$ cat src/rtl/clksel_pkg.sv
package clksel_pkg;
  localparam int unsigned REG_W    = 8;
  localparam int unsigned B_PLLSEL = 7;
  localparam int unsigned B_KEEP   = 6;
  localparam int unsigned B_CFG    = 5;
  localparam int unsigned B_PLLOFF = 3;
  localparam int unsigned B_FLAG1  = 1;
  localparam int unsigned B_FLAG0  = 0;

  typedef enum logic [1:0] {
    SW_OSC    = 2'd0,
    SW_TO_PLL = 2'd1,
    SW_PLL    = 2'd2,
    SW_TO_OSC = 2'd3
  } sw_state_t;
endpackage

$ cat src/rtl/clksel_sync.sv
module clksel_sync #(
  parameter int unsigned STAGES = 2
) (
  input  logic clk,
  input  logic rst_n,
  input  logic d,
  output logic q
);
  logic [STAGES-1:0] chain;

  generate
    if (STAGES == 1) begin : g_one
      always_ff @(posedge clk or negedge rst_n)
        if (!rst_n) chain <= '0;
        else        chain <= d;
    end else begin : g_many
      always_ff @(posedge clk or negedge rst_n)
        if (!rst_n) chain <= '0;
        else        chain <= {chain[STAGES-2:0], d};
    end
  endgenerate

  assign q = chain[STAGES-1];
endmodule

$ cat src/rtl/clksel_regs.sv
module clksel_regs
  import clksel_pkg::*;
(
  input  logic             clk,
  input  logic             rst_n,
  input  logic             wr_en,
  input  logic [REG_W-1:0] wr_data,
  input  logic             lock_s,
  input  logic             stop_mode,
  input  logic             wait_mode,
  input  logic             selfclk_mode,
  input  logic             osc_cfg,
  output logic [REG_W-1:0] rd_data,
  output logic             pll_sel,
  output logic             keep_run,
  output logic             pll_off_wait
);
  logic flag1, flag0;
  logic stop_q, wait_q, self_q;
  logic stop_entry, wait_entry, self_entry, hw_clear;
  logic unused_wr_bits;

  assign unused_wr_bits = ^{wr_data[B_CFG], wr_data[4], wr_data[2]};

  assign stop_entry = stop_mode    & ~stop_q;
  assign wait_entry = wait_mode    & ~wait_q;
  assign self_entry = selfclk_mode & ~self_q;
  assign hw_clear   = stop_entry | self_entry | (wait_entry & pll_off_wait);

  always_ff @(posedge clk or negedge rst_n) begin
    if (!rst_n) begin
      stop_q       <= 1'b0;
      wait_q       <= 1'b0;
      self_q       <= 1'b0;
      pll_sel      <= 1'b0;
      keep_run     <= 1'b0;
      pll_off_wait <= 1'b0;
      flag1        <= 1'b0;
      flag0        <= 1'b0;
    end else begin
      stop_q <= stop_mode;
      wait_q <= wait_mode;
      self_q <= selfclk_mode;
      if (wr_en) begin
        keep_run     <= wr_data[B_KEEP];
        pll_off_wait <= wr_data[B_PLLOFF];
        flag1        <= wr_data[B_FLAG1];
        flag0        <= wr_data[B_FLAG0];
      end
      if (hw_clear)
        pll_sel <= 1'b0;
      else if (wr_en && (!wr_data[B_PLLSEL] || lock_s))
        pll_sel <= wr_data[B_PLLSEL];
    end
  end

  always_comb begin
    rd_data           = '0;
    rd_data[B_PLLSEL] = pll_sel;
    rd_data[B_KEEP]   = keep_run;
    rd_data[B_CFG]    = osc_cfg;
    rd_data[B_PLLOFF] = pll_off_wait;
    rd_data[B_FLAG1]  = flag1;
    rd_data[B_FLAG0]  = flag0;
  end
endmodule

$ cat src/rtl/clksel_switch.sv
module clksel_switch
  import clksel_pkg::*;
(
  input  logic clk,
  input  logic rst_n,
  input  logic want_pll,
  output logic osc_gate_en,
  output logic pll_gate_en,
  output logic bus_clk_en
);
  sw_state_t state, state_nx;

  always_comb begin
    state_nx = state;
    unique case (state)
      SW_OSC:    if (want_pll)  state_nx = SW_TO_PLL;
      SW_TO_PLL: state_nx = SW_PLL;
      SW_PLL:    if (!want_pll) state_nx = SW_TO_OSC;
      SW_TO_OSC: state_nx = SW_OSC;
      default:   state_nx = SW_OSC;
    endcase
  end

  always_ff @(posedge clk or negedge rst_n) begin
    if (!rst_n) begin
      state      <= SW_OSC;
      bus_clk_en <= 1'b0;
    end else begin
      state <= state_nx;
      if (osc_gate_en || pll_gate_en)
        bus_clk_en <= ~bus_clk_en;
    end
  end

  assign osc_gate_en = (state == SW_OSC);
  assign pll_gate_en = (state == SW_PLL);
endmodule

$ cat src/rtl/clksel_ctrl.sv
module clksel_ctrl #(
  parameter int unsigned SYNC_STAGES = 2
) (
  input  logic       clk,
  input  logic       rst_n,
  input  logic       wr_en,
  input  logic [7:0] wr_data,
  output logic [7:0] rd_data,
  input  logic       pll_lock,
  input  logic       stop_mode,
  input  logic       wait_mode,
  input  logic       selfclk_mode,
  input  logic       osc_cfg,
  output logic       osc_gate_en,
  output logic       pll_gate_en,
  output logic       bus_clk_en,
  output logic       osc_keep_run,
  output logic       pll_pwrdn
);
  logic lock_s;
  logic pll_sel;
  logic pll_off_wait;

  clksel_sync #(.STAGES(SYNC_STAGES)) u_lock_sync (
    .clk   (clk),
    .rst_n (rst_n),
    .d     (pll_lock),
    .q     (lock_s)
  );

  clksel_regs u_regs (
    .clk          (clk),
    .rst_n        (rst_n),
    .wr_en        (wr_en),
    .wr_data      (wr_data),
    .lock_s       (lock_s),
    .stop_mode    (stop_mode),
    .wait_mode    (wait_mode),
    .selfclk_mode (selfclk_mode),
    .osc_cfg      (osc_cfg),
    .rd_data      (rd_data),
    .pll_sel      (pll_sel),
    .keep_run     (osc_keep_run),
    .pll_off_wait (pll_off_wait)
  );

  clksel_switch u_switch (
    .clk         (clk),
    .rst_n       (rst_n),
    .want_pll    (pll_sel),
    .osc_gate_en (osc_gate_en),
    .pll_gate_en (pll_gate_en),
    .bus_clk_en  (bus_clk_en)
  );

  assign pll_pwrdn = wait_mode & pll_off_wait;
endmodule

$ cat config.mk
export PLATFORM = sky130hd
export DESIGN_NAME = clksel_ctrl
export DESIGN_NICKNAME = d
export VERILOG_FILES = /design/src/rtl/clksel_pkg.sv /design/src/rtl/clksel_sync.sv /design/src/rtl/clksel_regs.sv /design/src/rtl/clksel_switch.sv /design/src/rtl/clksel_ctrl.sv
export SDC_FILE = /design/constraint.sdc
export NUM_CORES = 1
export LEC_CHECK = 0
export ABC_AREA = 0
export BUFFER_PORTS_ARGS = -buffer_cell sky130_fd_sc_hd__buf_2
export CAP_MARGIN = 10
export CORE_MARGIN = 4
export CORE_UTILIZATION = 38
export CTS_CLUSTER_SIZE = 14
export DETAILED_ROUTE_END_ITERATION = 12
export PLACE_DENSITY = 0.71
export SLEW_MARGIN = 25
export SYNTH_ARGS = -nofsm -noshare
export SYNTH_HDL_FRONTEND = slang
export SYNTH_SLANG_ARGS = --single-unit
$ cat constraint.sdc
create_clock -name clk -period 1.1 [get_ports clk]
set_input_delay 0.33 -clock clk [delete_from_list [all_inputs] [get_ports clk]]
set_output_delay 0.33 -clock clk [all_outputs]
set_load 0.1 [all_outputs]
==> flow_summary.yaml <==
setup_path:
  cp-start-kind: "register"
  endpoint_kind: "primary output"
  worst-setup-path-type: "reg -> out"
  critPathRequiredTime_ns: 0.77
  rr_worst_depth: 7
  crit_fanout: 3
  cp.arrival_ns: 1.14
cts:
  clock_latency_ns: 0.28
  htreeDepth: 1
  cts_root_buffer: "clkbuf_4"
  cts.sinks: 13
  path_clk_slew_ns: 0.08
  clockBufferDepth: 2
  numCtsBuffers: 3
  cts_tree: "built"
grt:
  top_usage_layer: "met2"
  met1_usage_pct: 15.0
  grt_max_degree: 14
  antenna_found_initial: 0
  grt_util_met3_pct: 2.30
  overflow: 0
  use_met2_pct: 28.2
  gr-usage-all-layers_pct: 14.8
  grt_pass1_wl_um: 2210
  grt_pass1_vias: 490
drt:
  viasPerCell: 4.63
  drc: 0
  drt_iter0_drc: 0
  wirelength_um: 1230
  vias: 417
  routedWlPerCell_um: 13.7
  ant_nets: 0
  dr.pass1.iters: 1
status:
  violations: "setup timing"
  status: "complete, but fails checks"
timing:
  whs_ns: 0.148
  finalSetupViolCount: 13
  hold_viol_final: 0
  setup_ws_ns: -0.370
  timing.final.crit_period_ns: 1.47
  finClkSkew_ns: 0.00141
  fin_crit_sh_pct: 134
  rsz0062_at_grt: "yes"
  slew_violations: 0
  clock.fmax_ghz: 0.680
synth:
  yosysUniqueCellTypes: 20
  yosys_most_used_dff: "dfrtp_1"
  synth_edf_count: 0
  syn_avg_cell_area_um2: 12.7
  yosys.area.top_type: "dfrtp_1"
  async_reset_ff_share_pct: 100
  synth.most_common_cell: "dfrtp_1"
  yosys-top-cells-count: "dfrtp_1 (13), buf_4 (8), mux2_2 (4)"
  syn_area_um2: 573
  yosysSeqAreaShare_pct: 56.8
  synth.top_cell.area_share_pct: 56.8
  ys_warn_count: 0
  synth_seq_cells: 13
  synthCells: 45
  synth_area_leaders: "dfrtp_1 (57%), buf_4 (10%), mux2_2 (7.9%), ha_1 (4.4%), a2111oi_2 (2.6%)"
place:
  dp_slack_ns: -0.127
  place.gp.congestion: 0.680
  dp_hpwl_um: 849
  io_buffers: 21
  dpl_cell_area_um2: 856
finish:
  nets: 94
  num_antenna_cells: 0
  stdcell_area_um2: 997
  fin_util_pct: 73.0
  drive_above_1_share_pct: 73.3
  syn_to_final_growth_pct: 74.0
worst_hold_path:
  hold_class: "in -> reg"
  hold-path-cell-count: 1
die:
  die_w_um: 46.8
  coreArea_um2: 1370
  die_height_um: 46.8
  die_area_um2: 2190
  start_util_pct: 41.9
  pin_count: 29
  std_cell_rows: 13
pwr:
  total_power_mw: 2.80
  p_leak_nw: 0.454
  ir_worst_vdd_uv: 1660
  p_per_area_nw_per_um2: 2810
run:
  maxCapViolations: 0
-- logic make-up (layout without fill, tap and decap cells) --
family / after synthesis / count (layout) / synth area share (%)
mux: 5 / 5 / 9.61
fa+ha+maj: 2 / 2 / 4.37
xor+xnor: 1 / 1 / 1.53
compound gates: 5 / 5 / 8.08
buf+inv: 13 / 42 / 13.8
flops: 13 / 13 / 56.8
other cells: 1 / 2 / 0.654
simple gates: 5 / 5 / 5.24
-- metrics by stage --
stage | instances | TNS, ns
floorplan | 46 | -0.522
global placement | 78 | -0.128
detailed placement | 78 | -0.347
CTS | 88 | -2.55
global route | 90 | -3.00
finish | 90 | -2.47
-- layout by cell type, fill, tap and decap left out, types with 2 or more instances in the layout --
cell type and count:
buf_6 3, clkbuf_4 3, inv_2 3, ha_4 2, buf_4 8, mux2_2 4, dfrtp_1 10, buf_12 10
conb_1 2, buf_2 11, dfrtp_2 2
-- path summary, 6_finish.rpt --
check	from	end	slack (ns)
worst max-delay path	u_switch.state[0]$_DFFE_PN0P_	osc_gate_en	-0.37
worst min-delay path	pll_lock	u_lock_sync.chain[0]$_DFF_PN0_	0.15
worst max register to register	u_switch.state[1]$_DFFE_PN0P_	u_switch.state[1]$_DFFE_PN0P_	-0.20
worst min register to register	u_lock_sync.chain[0]$_DFF_PN0_	u_lock_sync.chain[1]$_DFF_PN0_	0.35
max in group asynchronous	rst_n	u_regs.keep_run$_DFFE_PN0P_	0.39
min in group asynchronous	rst_n	u_regs.stop_q$_DFF_PN0_	0.46
-- cell type report --
class,count,area [um2]
Sequential cell,13,332
Clock buffer,4,26.3
Timing Repair Buffer,33,359
Tap cell,15,18.8
Inverter,5,18.8
Fill cell,92,369
Multi-Input combinational cell,20,243
-- worst max-delay path: stages, from the launching register on --
cell     delay [ns]
dfrtp_1        0.40
inv_2          0.12
ha_4           0.17
buf_12         0.17
-- state kept, by name, summed over array words and instances, names as in the netlist --
name,count
u_regs.pll_off_wait,1
u_regs.pll_sel,1
u_switch.bus_clk_en,1
u_regs.wait_q,1
u_switch.state,2
u_regs.keep_run,1
u_regs.self_q,1
u_lock_sync.chain,2
u_regs.flag1,1
u_regs.stop_q,1
u_regs.flag0,1
-- where the power goes --
group	leakage [nW]	switching, mW	internal, mW	total, mW
Sequential	0.151	0.0825	0.574	0.656
Clock	0.0150	0.164	0.141	0.305
Combinational	0.288	1.05	0.794	1.84
Total	0.454	1.30	1.51	2.80
-- layer usage --
layer  wire [um]  share of wire [%]
met4          26                2.1
met2         681                 55
met3          64                5.2
met1         460                 37
met5           0                  0
-- timing repair --
item | CTS | global route
buffers inserted | 5 | 3
gates resized for setup | 9 | 2
setup endpoints to repair | 13 | 14
hold buffers | 1 | 0
cloned | 0 | 0
pin swaps | 7 | 4
hold endpoints to repair | 13 | 0
Power figures use the tool's default switching activity.
